==> src/rtl/prd_dma_pkg.sv <==
package prd_dma_pkg;
  localparam int ADDR_W       = 32;
  localparam int DESC_W       = 64;
  localparam int DESC_BYTES   = 8;
  localparam int SECT_SHIFT   = 9;
  localparam int MAX_RGN      = 65536;
  localparam int RGN_W        = $clog2(MAX_RGN) + 1;
  localparam int CMD_W        = $clog2(256 * (1 << SECT_SHIFT)) + 1;

  typedef enum logic [2:0] {
    S_IDLE, S_ARMED, S_FETCH, S_FWAIT, S_DELAY, S_BURST, S_BWAIT, S_BACK
  } eng_st_e;
endpackage

==> src/rtl/prd_chunk.sv <==
module prd_chunk #(
  parameter int PAGE_BYTES = 4096,
  parameter int RGN_W      = 17,
  localparam int PG_W      = $clog2(PAGE_BYTES)
) (
  input  logic [PG_W-1:0]  offs,
  input  logic [RGN_W-1:0] left,
  output logic [RGN_W-1:0] len
);
  logic [RGN_W-1:0] room;

  assign room = RGN_W'(PAGE_BYTES) - RGN_W'(offs);
  assign len  = (left < room) ? left : room;
endmodule

==> src/rtl/prd_countdown.sv <==
module prd_countdown #(
  parameter int W = 8
) (
  input  logic         clk,
  input  logic         rst_n,
  input  logic         load,
  input  logic [W-1:0] load_val,
  output logic         last
);
  logic [W-1:0] cnt_q, cnt_d;
  logic         cnt_en;

  assign cnt_en = load || (cnt_q != '0);

  always_comb begin
    cnt_d = cnt_q;
    if (load)             cnt_d = load_val;
    else if (cnt_q != '0) cnt_d = cnt_q - 1'b1;
  end

  always_ff @(posedge clk or negedge rst_n) begin
    if (!rst_n)      cnt_q <= '0;
    else if (cnt_en) cnt_q <= cnt_d;
  end

  assign last = (cnt_q <= W'(1));
endmodule

==> src/rtl/prd_stats.sv <==
module prd_stats #(
  parameter int PAGE_BYTES = 4096,
  parameter int RGN_W      = 17,
  parameter int CNT_W      = 32
) (
  input  logic             clk,
  input  logic             rst_n,
  input  logic             hit,
  input  logic [RGN_W-1:0] len,
  output logic [CNT_W-1:0] bursts,
  output logic [CNT_W-1:0] bytes,
  output logic [CNT_W-1:0] pages
);
  logic full;

  assign full = (len == RGN_W'(PAGE_BYTES));

  always_ff @(posedge clk or negedge rst_n) begin
    if (!rst_n) begin
      bursts <= '0;
      bytes  <= '0;
      pages  <= '0;
    end else if (hit) begin
      bursts <= bursts + 1'b1;
      bytes  <= bytes + CNT_W'(len);
      if (full) pages <= pages + 1'b1;
    end
  end
endmodule

==> src/rtl/prd_dma_engine.sv <==
module prd_dma_engine
  import prd_dma_pkg::*;
#(
  parameter int DELAY      = 4,
  parameter int BACKOFF    = 3,
  parameter int PAGE_BYTES = 4096,
  parameter int CNT_W      = 32
) (
  input  logic              clk,
  input  logic              rst_n,
  input  logic              arm,
  input  logic              to_mem,
  input  logic [7:0]        cmd_sectors,
  input  logic              go,
  input  logic [ADDR_W-1:0] table_base,
  input  logic              stop,
  output logic              mem_req,
  output logic              mem_we,
  output logic [ADDR_W-1:0] mem_addr,
  output logic [RGN_W-1:0]  mem_len,
  input  logic              mem_busy,
  input  logic              mem_ack,
  input  logic [DESC_W-1:0] mem_rdata,
  output logic              done,
  output logic              fault,
  output logic [CNT_W-1:0]  rd_bursts,
  output logic [CNT_W-1:0]  rd_bytes,
  output logic [CNT_W-1:0]  rd_pages,
  output logic [CNT_W-1:0]  wr_bursts,
  output logic [CNT_W-1:0]  wr_bytes,
  output logic [CNT_W-1:0]  wr_pages
);
  localparam int PG_W  = $clog2(PAGE_BYTES);
  localparam int DLY_W = $clog2(DELAY + (MAX_RGN >> SECT_SHIFT) + 1) + 1;
  localparam int BO_W  = $clog2(BACKOFF + 1) + 1;

  eng_st_e            st_q, st_d;
  logic [ADDR_W-1:0]  ptr_q, ptr_d, rg_addr_q, rg_addr_d;
  logic [RGN_W-1:0]   rg_left_q, rg_left_d, chunk_len, d_len;
  logic [CMD_W-1:0]   cmd_left_q, cmd_left_d;
  logic               eot_q, eot_d, dir_q, dir_d, back_fetch_q, back_fetch_d;
  logic               done_d, fault_d, dly_load, bo_load, dly_last, bo_last;
  logic               stat_hit, issue_due, in_burst, eng_idle, abort, last_chunk;
  logic [DLY_W-1:0]   dly_val;
  logic               unused_bits;

  assign unused_bits = ^{mem_rdata[62:48], table_base[1:0]};

  // descriptor decode: base 31:0, count 47:32 (0 = 64 KiB), last flag 63
  assign d_len   = (mem_rdata[47:32] == 16'd0) ? RGN_W'(MAX_RGN) : RGN_W'(mem_rdata[47:32]);
  assign dly_val = DLY_W'(DELAY) + DLY_W'(d_len >> SECT_SHIFT);

  assign eng_idle   = (st_q == S_IDLE);
  assign in_burst   = (st_q == S_BURST);
  assign issue_due  = (st_q == S_FETCH) || in_burst;
  assign abort      = stop && !eng_idle;
  assign last_chunk = (chunk_len == rg_left_q);

  assign mem_req  = issue_due && !mem_busy;
  assign mem_we   = in_burst && dir_q;
  assign mem_addr = in_burst ? rg_addr_q : ptr_q;
  assign mem_len  = in_burst ? chunk_len : RGN_W'(DESC_BYTES);

  prd_chunk #(.PAGE_BYTES(PAGE_BYTES), .RGN_W(RGN_W)) u_chunk (
    .offs(rg_addr_q[PG_W-1:0]), .left(rg_left_q), .len(chunk_len));

  prd_countdown #(.W(DLY_W)) u_delay (
    .clk(clk), .rst_n(rst_n), .load(dly_load), .load_val(dly_val), .last(dly_last));

  prd_countdown #(.W(BO_W)) u_backoff (
    .clk(clk), .rst_n(rst_n), .load(bo_load), .load_val(BO_W'(BACKOFF)), .last(bo_last));

  always_comb begin
    st_d = st_q;  ptr_d = ptr_q;  rg_addr_d = rg_addr_q;  rg_left_d = rg_left_q;
    cmd_left_d = cmd_left_q;  eot_d = eot_q;  dir_d = dir_q;  back_fetch_d = back_fetch_q;
    done_d = 1'b0;  fault_d = 1'b0;  dly_load = 1'b0;  bo_load = 1'b0;  stat_hit = 1'b0;
    unique case (st_q)
      S_IDLE: if (arm) begin
        st_d       = S_ARMED;
        dir_d      = to_mem;
        cmd_left_d = CMD_W'({cmd_sectors == 8'd0, cmd_sectors}) << SECT_SHIFT;
      end
      S_ARMED: if (go) begin
        st_d  = S_FETCH;
        ptr_d = {table_base[ADDR_W-1:2], 2'b00};
      end
      S_FETCH: begin
        if (mem_busy) begin
          st_d = S_BACK;  back_fetch_d = 1'b1;  bo_load = 1'b1;
        end else st_d = S_FWAIT;
      end
      S_FWAIT: if (mem_ack) begin
        st_d      = S_DELAY;
        rg_addr_d = mem_rdata[31:0];
        rg_left_d = d_len;
        eot_d     = mem_rdata[63];
        ptr_d     = ptr_q + ADDR_W'(DESC_BYTES);
        dly_load  = 1'b1;
      end
      S_DELAY: if (dly_last) st_d = S_BURST;
      S_BURST: begin
        if (mem_busy) begin
          st_d = S_BACK;  back_fetch_d = 1'b0;  bo_load = 1'b1;
        end else st_d = S_BWAIT;
      end
      S_BWAIT: if (mem_ack) begin
        stat_hit   = 1'b1;
        rg_addr_d  = rg_addr_q + ADDR_W'(chunk_len);
        rg_left_d  = rg_left_q - chunk_len;
        cmd_left_d = cmd_left_q - CMD_W'(chunk_len);
        if (!last_chunk)  st_d = S_BURST;
        else if (!eot_q)  st_d = S_FETCH;
        else begin
          st_d    = S_IDLE;
          done_d  = 1'b1;
          fault_d = (cmd_left_q != CMD_W'(chunk_len));
        end
      end
      S_BACK: if (bo_last) st_d = back_fetch_q ? S_FETCH : S_BURST;
      default: st_d = S_IDLE;
    endcase
    if (abort) begin
      st_d = S_IDLE;  done_d = 1'b1;  fault_d = 1'b1;
    end
  end

  always_ff @(posedge clk or negedge rst_n) begin
    if (!rst_n) begin
      st_q <= S_IDLE;  ptr_q <= '0;  rg_addr_q <= '0;  rg_left_q <= '0;
      cmd_left_q <= '0;  eot_q <= 1'b0;  dir_q <= 1'b0;  back_fetch_q <= 1'b0;
      done <= 1'b0;  fault <= 1'b0;
    end else begin
      st_q <= st_d;  ptr_q <= ptr_d;  rg_addr_q <= rg_addr_d;  rg_left_q <= rg_left_d;
      cmd_left_q <= cmd_left_d;  eot_q <= eot_d;  dir_q <= dir_d;  back_fetch_q <= back_fetch_d;
      done <= done_d;  fault <= fault_d;
    end
  end

  logic [CNT_W-1:0] c_bursts [2];
  logic [CNT_W-1:0] c_bytes  [2];
  logic [CNT_W-1:0] c_pages  [2];

  for (genvar d = 0; d < 2; d++) begin : g_dir
    prd_stats #(.PAGE_BYTES(PAGE_BYTES), .RGN_W(RGN_W), .CNT_W(CNT_W)) u_stats (
      .clk(clk), .rst_n(rst_n), .hit(stat_hit && (dir_q == d[0])), .len(chunk_len),
      .bursts(c_bursts[d]), .bytes(c_bytes[d]), .pages(c_pages[d]));
  end

  assign rd_bursts = c_bursts[0];
  assign rd_bytes  = c_bytes[0];
  assign rd_pages  = c_pages[0];
  assign wr_bursts = c_bursts[1];
  assign wr_bytes  = c_bytes[1];
  assign wr_pages  = c_pages[1];
endmodule

==> config.mk <==
export PLATFORM = sky130hd
export DESIGN_NAME = prd_dma_engine
export DESIGN_NICKNAME = d
export VERILOG_FILES = /design/src/rtl/prd_dma_pkg.sv /design/src/rtl/prd_chunk.sv /design/src/rtl/prd_countdown.sv /design/src/rtl/prd_stats.sv /design/src/rtl/prd_dma_engine.sv
export SDC_FILE = /design/constraint.sdc
export NUM_CORES = 1
export LEC_CHECK = 0
export CAP_MARGIN = 20
export CORE_ASPECT_RATIO = 1.5
export CORE_MARGIN = 2
export CORE_UTILIZATION = 54
export DETAILED_ROUTE_END_ITERATION = 7
export GPL_TIMING_DRIVEN = 0
export PLACE_DENSITY = 0.81
export SLEW_MARGIN = 5
export SYNTH_ARGS = -nofsm -noshare
export SYNTH_HDL_FRONTEND = slang
export SYNTH_SLANG_ARGS = --single-unit
==> constraint.sdc <==
create_clock -name clk -period 6.1 [get_ports clk]
set_input_delay 0.915 -clock clk [delete_from_list [all_inputs] [get_ports clk]]
set_output_delay 0.915 -clock clk [all_outputs]
set_load 0.05 [all_outputs]
# [Word level (Yosys, flattened, before mapping)]
# Index checks and enable logic that the tools add are counted.
[op_classes] add_sub_neg=14 order_cmp=3 n_eq_ne=22 mux=51 bitwise_logic=1 reduce_logical=33
[ops] operator="$mux 32" n=5
[ops] operator="$add 32x1->32 const B" n=4
[ops] operator="$pmux 32 s2" n=2
[ops] operator="$add 32x17->32" n=3
[ops] operator="$mux 17" n=5
[ops] operator="$mux 18" n=2
[ops] operator="$mux 3" n=12
[ops] operator="$pmux 18 s2" n=1
[ops] operator="$pmux 17 s2" n=1
[ops] operator="$add 32x4->32 const B" n=1
[ops] operator="$pmux 3 s8" n=1
[ops] operator="$mux 1" n=18
[ops] operator="$mux 9" n=2
[ops] operator="$ne 18x17->1" n=1
[ops] operator="$sub 18x17->18" n=1
[ops] operator="$eq 17x13->1 const B" n=1
[ops] operator="$eq 17x17->1" n=1
[ops] operator="$lt 17x17->1" n=1
[ops] operator="$sub 17x17->17" n=1
[ops] operator="$logic_not 16->1" n=1
[ops] operator="$ne 3x3->1 const B" n=5
[ops] operator="$sub 13x12->14 const A" n=1
[ops] operator="$eq 3x3->1 const B" n=4
[ops] operator="$ne 2x2->1 const B" n=6
[ops] operator="other kinds (23)" n=44
[word_totals] register_bits=311 input_bits=112 out_inout_bits=245

# [Depth between registers and ports, before layout]
# Gate-level depths: netlist of run 1.
[depth] depth_word=9 depth_mapped=26 ltp_nobuf=25

# [Cells and area by module]
# Synthesis of run 1 repeated with hierarchy kept, for this count alone.
[unflattened] cells_unflattened=2233 hier_area_um2=20058.0
[modules_own_cells] module="prd_dma_engine" n_inst=1 cells_each=1141 area_each_um2=8501.9 seq_area_each_um2=2627.5
[modules_own_cells] module="prd_stats at g_dir[1].u_stats" n_inst=1 cells_each=457 area_each_um2=5041.1 seq_area_each_um2=2402.3
[modules_own_cells] module="prd_stats at g_dir[0].u_stats" n_inst=1 cells_each=448 area_each_um2=4994.8 seq_area_each_um2=2402.3
[modules_own_cells] module="prd_chunk" n_inst=1 cells_each=91 area_each_um2=670.6 seq_area_each_um2=0.0
[modules_own_cells] module="prd_countdown at u_delay" n_inst=1 cells_each=73 area_each_um2=625.6 seq_area_each_um2=225.2
[modules_own_cells] module="prd_countdown at u_backoff" n_inst=1 cells_each=23 area_each_um2=224.0 seq_area_each_um2=75.1

# [Least setup slack after synthesis of run 1]
# No wires, ideal clock.
[synth_path] path_type="register to register" start="register rg_addr_q[1]" end="register g_dir[0].u_stats.bytes[28]" setup_time_ns=0.141 arrival_ns=5.376 t_required_ns=5.959 path_slack_ns=0.583 path_stages_with_launch=24 n_path_buf=0 period_less_slack_ns=5.517 cell_sequence="dfrtp_1 > inv_1 > ha_1 > nor3b_2 > nand2_1 > xor2_1 > inv_1 > ha_1 > and4_1 > a21oi_1 > a21o_1 > nand2_1 > a211o_1 > mux2i_1 > inv_1 > fa_1 > a21o_1 > a21o_1 > a2111oi_0 > or4b_1 > and2_1 > a211oi_4 > o2111ai_1 > xnor2_1"
[synth_between] elab_chain_len=4
[synth_lines] element="from (decl)" line="prd_dma_engine.sv:38" text="logic [ADDR_W-1:0] ptr_q, ptr_d, rg_addr_q, rg_addr_d;"
[synth_lines] element="from (signal assigned)" line="prd_dma_engine.sv:133" text="st_q <= st_d; ptr_q <= ptr_d; rg_addr_q <= rg_addr_d; rg_left_q <= rg_left_d;"
[synth_lines] element="$sub 13x12->14 *" line="prd_chunk.sv:12" text="assign room = RGN_W'(PAGE_BYTES) - RGN_W'(offs);"
[synth_lines] element="$lt 17x17->1" line="prd_chunk.sv:13" text="assign len = (left < room) ? left : room;"
[synth_lines] element="$mux 17 *" line="prd_chunk.sv:13"
[synth_lines] element="$add 32x17->32 *" line="prd_stats.sv:25" text="bytes <= bytes + CNT_W'(len);"
[synth_lines] element="to (signal assigned)" line="prd_stats.sv:25"
[synth_lines] element="to (decl)" line="prd_stats.sv:11" text="output logic [CNT_W-1:0] bytes,"
# Every way passes the cells marked *; elsewhere a longest branch is shown, timed or not.
# A chain may end at the register's enable or synchronous reset.

# [Worst setup path in the final report of run 1]
[layout_path] start="register rg_addr_q[0]" end="register rg_addr_q[26]"
[layout_between] elab_chain_len=6
[layout_lines] element="$sub 13x12->14" line="prd_chunk.sv:12"
[layout_lines] element="$lt 17x17->1" line="prd_chunk.sv:13"
[layout_lines] element="$mux 17" line="prd_chunk.sv:13"
[layout_lines] element="$add 32x17->32 *" line="prd_dma_engine.sv:108" text="rg_addr_d = rg_addr_q + ADDR_W'(chunk_len);"
[layout_lines] element="$mux 32 *" line="prd_dma_engine.sv:106" text="S_BWAIT: if (mem_ack) begin"
[layout_lines] element="$pmux 32 s2 *" line="prd_dma_engine.sv:77" text="unique case (st_q)"
# Every way passes the cells marked *; elsewhere a longest branch is shown, timed or not. The select of a mux whose other input is x is not followed.

==> impl_metrics.ini, run 1 <==
[synth]
synthTopCellsByArea = sky130_fd_sc_hd__dfrtp_1 (39%), sky130_fd_sc_hd__ha_1 (6.7%), sky130_fd_sc_hd__nand2_1 (6.3%)
synth_top_cell_area_share = 0.393
syn_avg_cell_area_um2 = 8.90
syn_warnings = 0
synth_cells = 2212
mappedNetlistArea_mm2 = 0.0197
synth_cell_types = 94
number_of_register_bits_inferred_by_synthesis = 309
yosys.area.top_type = sky130_fd_sc_hd__dfrtp_1
postSynth.asyncResetShare = 1.00
sequential_area_share_after_synthesis = 0.393
synth_edf_count = 0
synth-main-ff-cell = sky130_fd_sc_hd__dfrtp_1

[clock_tree]
tritoncts.num_buffers = 34
tritoncts_clock_tree = yes
clk_pin_slew_ps = 60
cts-root-to-sink-buffers = 3
cts_hold_buf = 0
insertion_delay_ps = 540
cts.sinks = 309
number_of_levels_the_h_tree_was_split_into = 2
clockRootBuffer = sky130_fd_sc_hd__clkbuf_16

[flow_run]
max-cap-violations = 0

[die]
area_of_the_die_mm2 = 0.0380
die_x_um = 160
floorplan.core_area_mm2 = 0.0359
floorplan.initialDensity = 0.548
io_pins = 357
die_y_um = 238
std_cell_rows = 85

[routing]
detail_route.iter0.violations = 1458
post_drt_wl_per_cell_um = 20.4
post-route-drc-count = 0
dr.pass1.iters = 8
route.vias.total = 18800
routed_wirelength_um = 64000
avgViaCountPerCell = 6.02
drt.antenna.violating_nets = 0

[pwr]
power_density_relative_to_cell_area_mw_per_mm2 = 480
total_leakage_power_nw = 11.5
net_switching_fraction_of_the_power = 0.464
max-vdd-ir-drop_uv = 409
clockPowerShare = 0.178
power_switching_mw = 5.69
p_comb_frac = 0.574
cellInternalPower_mw = 6.58
seq_power_share = 0.248

[worst_setup_path]
crit_buf_inv = 5
setup_slack_of_the_worst_register_to_register_path_ps = 170
worst_ep_required_time_ps = 6530
setup.worst_path.class = reg2reg
crit_path_cell_trace = inv_4 > ha_1 > nor3b_4 > buf_4 > xnor2_2 > inv_1 > ha_1 > and4_1 > a21oi_1 > a21o_1 > nand2_1 > a211o_4 > buf_8 > mux2i_4 > inv_1 > ha_1 > o21a_1 > o31a_1 > o22ai_2 > a2bb2oi_2 > o311ai_4 > nor3b_4 > nand3_1 > mux2_1
crit_top_cell = sky130_fd_sc_hd__ha_1
cp_data_arrival_time_ps = 6350
cp_num_cells = 24
critPathMaxStageDelay_ps = 490
crit_path_start = rg_addr_q[0]$_DFFE_PN0P_
critPathSlowestCell = sky130_fd_sc_hd__dfrtp_2
cp_top_family = compound AO/OA/AOI/OAI gates
crit_end = rg_addr_q[26]$_DFFE_PN0P_
start_kind = flop
crit_path_end_kind = flop
critPathMaxFanout = 10
reg2reg_from = rg_addr_q[0]$_DFFE_PN0P_
reg2reg_depth = 24
end_of_the_worst_register_to_register_path = rg_addr_q[26]$_DFFE_PN0P_

[placed_design]
detailedPlace.worstSlack_ps = -855
port_buffers = 335
finalWeightedCongestion = 0.975
hpwl_um = 47800

[timing]
period_share = 0.972
setup-violations-final = 0
timing.final.crit_period_ps = 5930
post-route-worst-setup-slack_ps = 174
timing.final.hold_violations = 0
clock.fmax_ghz = 0.169
slew_headroom = 0.357
skew_ps = 23.4
max_transition_viols_final = 0
tightest_slew_ps = 964
whs_ps = 397

[grt]
grt_pass1_wl_um = 100000
first_global_vias = 19200
grt_max_degree = 110
gr-usage-all-layers = 0.330
globalRouteOverflowTotal = 0
antenna_found_initial = 0

[cells_and_area]
finalCoreUtilization = 0.711
layout-area-overhead-vs-synth_pct = 29.7
ratio_of_cells_with_drive_above_1_in_the_final_layout = 0.0860
insertedDiodeCount = 0
fin_nets = 2849

[status]
outcome = finished clean

[worst_hold_path]
min-delay-path-class = in2async
==> per-layer routing <==
metal	vias to the layer above	track usage	part of all wire
met5	-	0	0
met4	0	0.224	0.073
met3	250	0.0476	0.066
met2	918	0.593	0.51
met1	9055	0.359	0.35
li1	8615	-	-
==> Yosys cell counts (8+ instances only) <==
cell type,instances
sky130_fd_sc_hd__nand2b_1,24
sky130_fd_sc_hd__nand3_1,82
sky130_fd_sc_hd__buf_2,9
sky130_fd_sc_hd__nand3b_1,8
sky130_fd_sc_hd__nor4_2,27
sky130_fd_sc_hd__nand4_1,28
sky130_fd_sc_hd__nor2b_1,12
sky130_fd_sc_hd__o21ai_0,117
sky130_fd_sc_hd__a211oi_1,13
sky130_fd_sc_hd__nor3_1,56
sky130_fd_sc_hd__nand2_1,332
sky130_fd_sc_hd__and2_1,21
sky130_fd_sc_hd__nor2_1,165
sky130_fd_sc_hd__o31ai_1,10
sky130_fd_sc_hd__xnor2_1,126
sky130_fd_sc_hd__o22ai_1,32
sky130_fd_sc_hd__and3_1,49
sky130_fd_sc_hd__dfrtp_1,309
sky130_fd_sc_hd__ha_1,105
sky130_fd_sc_hd__nor4_1,22
sky130_fd_sc_hd__or3_1,8
sky130_fd_sc_hd__a21oi_1,149
sky130_fd_sc_hd__mux2_2,9
sky130_fd_sc_hd__o21a_1,11
sky130_fd_sc_hd__a21o_1,35
sky130_fd_sc_hd__xor2_1,103
sky130_fd_sc_hd__a31oi_1,15
sky130_fd_sc_hd__and4_1,13
sky130_fd_sc_hd__clkbuf_1,62
sky130_fd_sc_hd__mux2i_1,12
sky130_fd_sc_hd__inv_1,89
==> worst reg2reg max path, cell delays in order, from the launching register on <==
cell,delay (ps)
sky130_fd_sc_hd__dfrtp_2,490
sky130_fd_sc_hd__inv_4,130
sky130_fd_sc_hd__ha_1,200
sky130_fd_sc_hd__nor3b_4,320
sky130_fd_sc_hd__buf_4,180
sky130_fd_sc_hd__xnor2_2,160
sky130_fd_sc_hd__inv_1,80
sky130_fd_sc_hd__ha_1,280
sky130_fd_sc_hd__and4_1,230
sky130_fd_sc_hd__a21oi_1,140
sky130_fd_sc_hd__a21o_1,210
sky130_fd_sc_hd__nand2_1,120
sky130_fd_sc_hd__a211o_4,410
sky130_fd_sc_hd__buf_8,200
sky130_fd_sc_hd__mux2i_4,220
sky130_fd_sc_hd__inv_1,160
sky130_fd_sc_hd__ha_1,400
sky130_fd_sc_hd__o21a_1,130
sky130_fd_sc_hd__o31a_1,190
sky130_fd_sc_hd__o22ai_2,130
sky130_fd_sc_hd__a2bb2oi_2,220
sky130_fd_sc_hd__o311ai_4,460
sky130_fd_sc_hd__nor3b_4,340
sky130_fd_sc_hd__nand3_1,120
sky130_fd_sc_hd__mux2_1,310
==> registers in the layout, indices dropped and copies added, names as in the netlist, 3 cells and up <==
name and flops:
cmd_left_q 18, g_dir.u_stats.bursts 64, g_dir.u_stats.bytes 64, g_dir.u_stats.pages 64, ptr_q 30, rg_addr_q 32, rg_left_q 17, st_q 3
u_backoff.cnt_q 3, u_delay.cnt_q 9
==> what timing repair did <==
item | in CTS | in global routing
setup endpoints to repair | 79 | 79
gates resized for setup | 41 | 31
setup buffers | 9 | 16
endpoints found under the hold margin | 0 | 0
pin swaps | 4 | 5
==> through the flow <==
step,TNS (ps),total power [mW],cells,cell area [um^2]
floorplan,0,7.48,2230,19800
global placement,-2955420,9.10,3043,23700
detailed placement,-27510,9.31,3045,23800
CTS,0,11.9,3112,25200
global route,-2700,13.0,3128,25600
finish,0,12.3,3128,25600
==> power groups by stage <==
stage	combinational, mW	clock, mW	sequential (mW)
floorplan	4.42	0	3.07
global placement	6.10	0	3.00
detailed placement	6.29	0	3.02
CTS	6.64	2.22	3.01
global route	7.64	2.31	3.09
finish	7.04	2.19	3.04
==> cell usage in the layout (no fill, tap or decap), types with 30 or more instances in the layout <==
cell type,count
sky130_fd_sc_hd__clkdlybuf4s50_1,334
sky130_fd_sc_hd__nand2_1,332
sky130_fd_sc_hd__dfrtp_1,308
sky130_fd_sc_hd__nor2_1,164
sky130_fd_sc_hd__a21oi_1,146
sky130_fd_sc_hd__xnor2_1,124
sky130_fd_sc_hd__o21ai_0,117
sky130_fd_sc_hd__xor2_1,99
sky130_fd_sc_hd__ha_1,99
sky130_fd_sc_hd__inv_1,86
sky130_fd_sc_hd__nand3_1,82
sky130_fd_sc_hd__clkbuf_1,63
sky130_fd_sc_hd__nor3_1,56
sky130_fd_sc_hd__and3_1,49
sky130_fd_sc_hd__a21o_1,35
sky130_fd_sc_hd__clkbuf_16,34
sky130_fd_sc_hd__buf_4,30
sky130_fd_sc_hd__o22ai_1,30
==> worst min path at each step <==
| stage | end | slack (ps) | cells past startpoint | start |
|---|---|---|---|---|
| floorplan | cmd_left_q[3]$_DFFE_PN0P_ | 460 | 2 | cmd_left_q[3]$_DFFE_PN0P_ |
| CTS | g_dir[0].u_stats.bursts[27]$_DFFE_PN0P_ | 410 | 1 | rst_n |
| finish | g_dir[0].u_stats.bursts[28]$_DFFE_PN0P_ | 400 | 1 | rst_n |
| detailed placement | g_dir[0].u_stats.bursts[31]$_DFFE_PN0P_ | 460 | 1 | g_dir[0].u_stats.bursts[31]$_DFFE_PN0P_ |
| global route | g_dir[1].u_stats.bursts[27]$_DFFE_PN0P_ | 460 | 1 | rst_n |
| global placement | g_dir[0].u_stats.pages[31]$_DFFE_PN0P_ | 460 | 1 | g_dir[0].u_stats.pages[31]$_DFFE_PN0P_ |
==> cell families after synthesis <==
group | after synthesis | synth area share
and+or+nand+nor | 888 | 0.231
buffers and inverters | 176 | 0.0375
xor gates and xnor gates | 230 | 0.103
DFF | 309 | 0.393
muxes | 22 | 0.0118
adders and majority gates | 110 | 0.0718
AOI/OAI and AO/OA | 475 | 0.153
other | 2 | 0.000381
==> layout make-up <==
| type | instances | area, um^2 |
|---|---|---|
| Timing Repair Buffer | 362 | 3610 |
| Fill cell | 2787 | 10400 |
| Sequential cell | 309 | 7730 |
| Clock inverter | 15 | 206 |
| Tap cell | 478 | 598 |
| Inverter | 89 | 337 |
| Multi-Input combinational cell | 1745 | 11700 |
| Clock buffer | 44 | 968 |
| Buffer | 86 | 412 |
Power figures use the tool's default switching activity.
==> run 2, diff against run 1 <==
--- a/config.mk
+++ b/config.mk
@@ -15,4 +15,5 @@
 export SLEW_MARGIN = 5
 export SYNTH_ARGS = -nofsm -noshare
 export SYNTH_HDL_FRONTEND = slang
+export SYNTH_HIERARCHICAL = 1
 export SYNTH_SLANG_ARGS = --single-unit
==> run 2 against run 1 <==
  * Wire length rose by 1.2%
  * Sequential power barely moved
  * First-iteration DRC count rose by 4.0%
  * Combinational power rose by 6.2%
  * Register-to-register slack barely moved
  * Highest routed layer is now met5
==> impl_metrics.ini, run 2 <==
[pwr]
power_density_relative_to_cell_area_mw_per_mm2 = 495
p_comb_frac = 0.600
clockPowerShare = 0.158
seq_power_share = 0.242
power_switching_mw = 6.11
total_leakage_power_nw = 11.2
max-vdd-ir-drop_uv = 415
net_switching_fraction_of_the_power = 0.491
cellInternalPower_mw = 6.35

[clock_tree]
tritoncts_clock_tree = yes
clockRootBuffer = sky130_fd_sc_hd__clkbuf_16
insertion_delay_ps = 600
number_of_levels_the_h_tree_was_split_into = 1
clk_pin_slew_ps = 70
postCtsSetupRepairBufs = 0
cts-root-to-sink-buffers = 3
tritoncts.num_buffers = 31
cts.sinks = 309

[grt]
gr-usage-met1 = 0.372
antenna_found_initial = 1
first_global_vias = 19400
gr-usage-all-layers = 0.329
grt_max_degree = 119
global_route.usage.met3 = 0.0457
grt_busiest_layer = met2
globalRouteOverflowTotal = 0
gr-usage-met2 = 0.584
grt_pass1_wl_um = 102000

[routing]
drt.antenna.violating_nets = 0
detail_route.iter0.violations = 1516
dr.pass1.iters = 6
avgViaCountPerCell = 6.11
route.vias.total = 19000
post_drt_wl_per_cell_um = 20.8
routed_wirelength_um = 64700
post-route-drc-count = 0

[timing]
tightest_slew_ps = 1040
skew_ps = 25.3
timing.final.hold_violations = 0
post-route-worst-setup-slack_ps = 125
setup-violations-final = 0
clock.fmax_ghz = 0.167
slew_headroom = 0.307
timing.final.crit_period_ps = 5980
grt_setup_unrepaired = yes
max_transition_viols_final = 0
period_share = 0.980

[die]
io_pins = 357
die_y_um = 240
floorplan.core_area_mm2 = 0.0367
area_of_the_die_mm2 = 0.0387
floorplan.initialDensity = 0.547
die_x_um = 161
std_cell_rows = 86

[cells_and_area]
fin_nets = 2832
insertedDiodeCount = 0
design_area_mm2 = 0.0252
mostFrequentLayoutCell = sky130_fd_sc_hd__clkdlybuf4s50_1
layout-area-overhead-vs-synth_pct = 25.6
fill_cells = 2875
most-common-layout-cells = sky130_fd_sc_hd__clkdlybuf4s50_1 (323), sky130_fd_sc_hd__dfrtp_1 (309), sky130_fd_sc_hd__nand2_1 (294)
ratio_of_cells_with_drive_above_1_in_the_final_layout = 0.0680
post_route_non_filler_standard_cell_count = 3115
finalCoreUtilization = 0.686
reg_top3 = g_dir.u_stats/bursts: 64 flops, g_dir.u_stats/bytes: 64 flops, g_dir.u_stats/pages: 64 flops

[synth]
yosys.area.top_type = sky130_fd_sc_hd__dfrtp_1
syn_warnings = 6
synth_cells = 2233
synth_commonest_cells = sky130_fd_sc_hd__dfrtp_1 (309), sky130_fd_sc_hd__nand2_1 (294), sky130_fd_sc_hd__a21oi_1 (162)
postSynth.asyncResetShare = 1.00
synth.most_common_cell = sky130_fd_sc_hd__dfrtp_1
synth_top_cell_area_share = 0.386
syn_avg_cell_area_um2 = 8.98
synthTopCellsByArea = sky130_fd_sc_hd__dfrtp_1 (39%), sky130_fd_sc_hd__xnor2_1 (7.0%), sky130_fd_sc_hd__ha_1 (6.7%)
synth_edf_count = 0
synth-main-ff-cell = sky130_fd_sc_hd__dfrtp_1
number_of_register_bits_inferred_by_synthesis = 309
mappedNetlistArea_mm2 = 0.0201
synth_cell_types = 102
sequential_area_share_after_synthesis = 0.386

[flow_run]
max-cap-violations = 0

[placed_design]
detailed_place.area_mm2 = 0.0241
detailedPlace.worstSlack_ps = -62.2
hpwl_um = 48900
dp.cells = 3058
finalWeightedCongestion = 0.988
port_buffers = 334

[worst_hold_path]
min-delay-path-class = in2async

[worst_setup_path]
crit_path_end_kind = primary output
reg2reg_from = rg_addr_q[4]$_DFFE_PN0P_
cp_data_arrival_time_ps = 5060
crit_path_start = rg_addr_q[4]$_DFFE_PN0P_
worst_ep_required_time_ps = 5180
start_kind = flop
setup.worst_path.class = reg2out
critPathMaxFanout = 6

[status]
outcome = finished clean
## run 2: cell types whose count changed in the layout (fill, tap and decap cells not counted), moves of 16 or more
cell	change
sky130_fd_sc_hd__buf_4	-25
sky130_fd_sc_hd__o21ai_0	-52
sky130_fd_sc_hd__xor2_1	-30
sky130_fd_sc_hd__o21ai_1	+45
sky130_fd_sc_hd__xnor2_1	+37
sky130_fd_sc_hd__nor4_2	-24
sky130_fd_sc_hd__a21oi_1	+16
sky130_fd_sc_hd__nand2_1	-38
sky130_fd_sc_hd__mux2_2	+24
sky130_fd_sc_hd__nor3_1	-31
sky130_fd_sc_hd__nand4_1	+30
## run 2: cell type report
cell class                      count  area, um^2  share of cell area
Tap cell                          484         606              0.0240
Inverter                           77         289              0.0115
Sequential cell                   309        7730               0.307
Multi-Input combinational cell   1762       11700               0.466
Buffer                             90         408              0.0162
Clock buffer                       35         811              0.0322
Clock inverter                     22         216             0.00859
Timing Repair Buffer              336        3390               0.134
## run 2: what timing repair did
action | CTS | global route
setup endpoints to repair | 14 | 23
hold buffers | 0 | 0
resized for setup | 22 | 17
## run 2: worst max-delay path: stages, from the launching register on
cell and delay (ps):
sky130_fd_sc_hd__dfrtp_1 470, sky130_fd_sc_hd__nor3_1 380, sky130_fd_sc_hd__nand3_1 230, sky130_fd_sc_hd__or3_1 400, sky130_fd_sc_hd__ha_1 340, sky130_fd_sc_hd__a211o_1 320, sky130_fd_sc_hd__nor4_2 150, sky130_fd_sc_hd__o21ai_1 120
sky130_fd_sc_hd__a211o_1 360, sky130_fd_sc_hd__mux2i_4 460, sky130_fd_sc_hd__inv_1 240, sky130_fd_sc_hd__nor2_1 160, sky130_fd_sc_hd__clkdlybuf4s50_1 820
## run 2: worst paths after layout
path / depth (start not counted) / slack (ps) / endpoint
setup / recovery: 12 / 120 / mem_len[2]
hold / removal: 1 / 320 / u_delay/cnt_q[0]$_DFFE_PN0P_
setup reg to reg: 20 / 170 / rg_addr_q[23]$_DFFE_PN0P_
hold reg to reg: 1 / 470 / g_dir[0].u_stats/bursts[31]$_DFFE_PN0P_
max in group asynchronous: 3 / 4190 / g_dir[0].u_stats/bursts[25]$_DFFE_PN0P_
min in group clk: 1 / 470 / g_dir[0].u_stats/bursts[31]$_DFFE_PN0P_
## run 2: kinds of logic (layout without fill, tap and decap cells)
kind of cell,after synthesis,in the layout,synth area share
simple gates,842,842,0.211
compound gates,518,518,0.167
flops,309,309,0.386
xor+xnor,230,230,0.100
buf+inv,167,560,0.0347
fa+ha+maj,113,113,0.0724
mux,51,51,0.0278
other cells,3,8,0.000561
## run 2: routing by layer
| layer | wire (um) | vias to the layer above |
|---|---|---|
| met1 | 23900 | 9147 |
| met4 | 4670 | 2 |
| li1 | - | 8758 |
| met2 | 32000 | 877 |
| met5 | 13 | - |
| met3 | 4160 | 253 |
## run 2: power groups by stage
stage          Combinational [mW]  Clock (mW)  Sequential, mW
2_1_floorplan                5.13           0            3.06
5_1_grt                      8.10        2.08            3.06
3_3_place_gp                 7.00           0            3.00
3_5_place_dp                 7.15           0            3.02
4_1_cts                      7.30        2.00            2.99
6_report                     7.48        1.97            3.01
## run 2: per-stage QoR
stage                     TNS [ps]  hold WS (ps)  total power [mW]
after global routing          -198           380              13.2
final                            0           317              12.5
after global placement    -2970840           457              10.0
after CTS                        0           353              12.3
after detailed placement     -62.2           459              10.2
after floorplan                  0           450              8.19
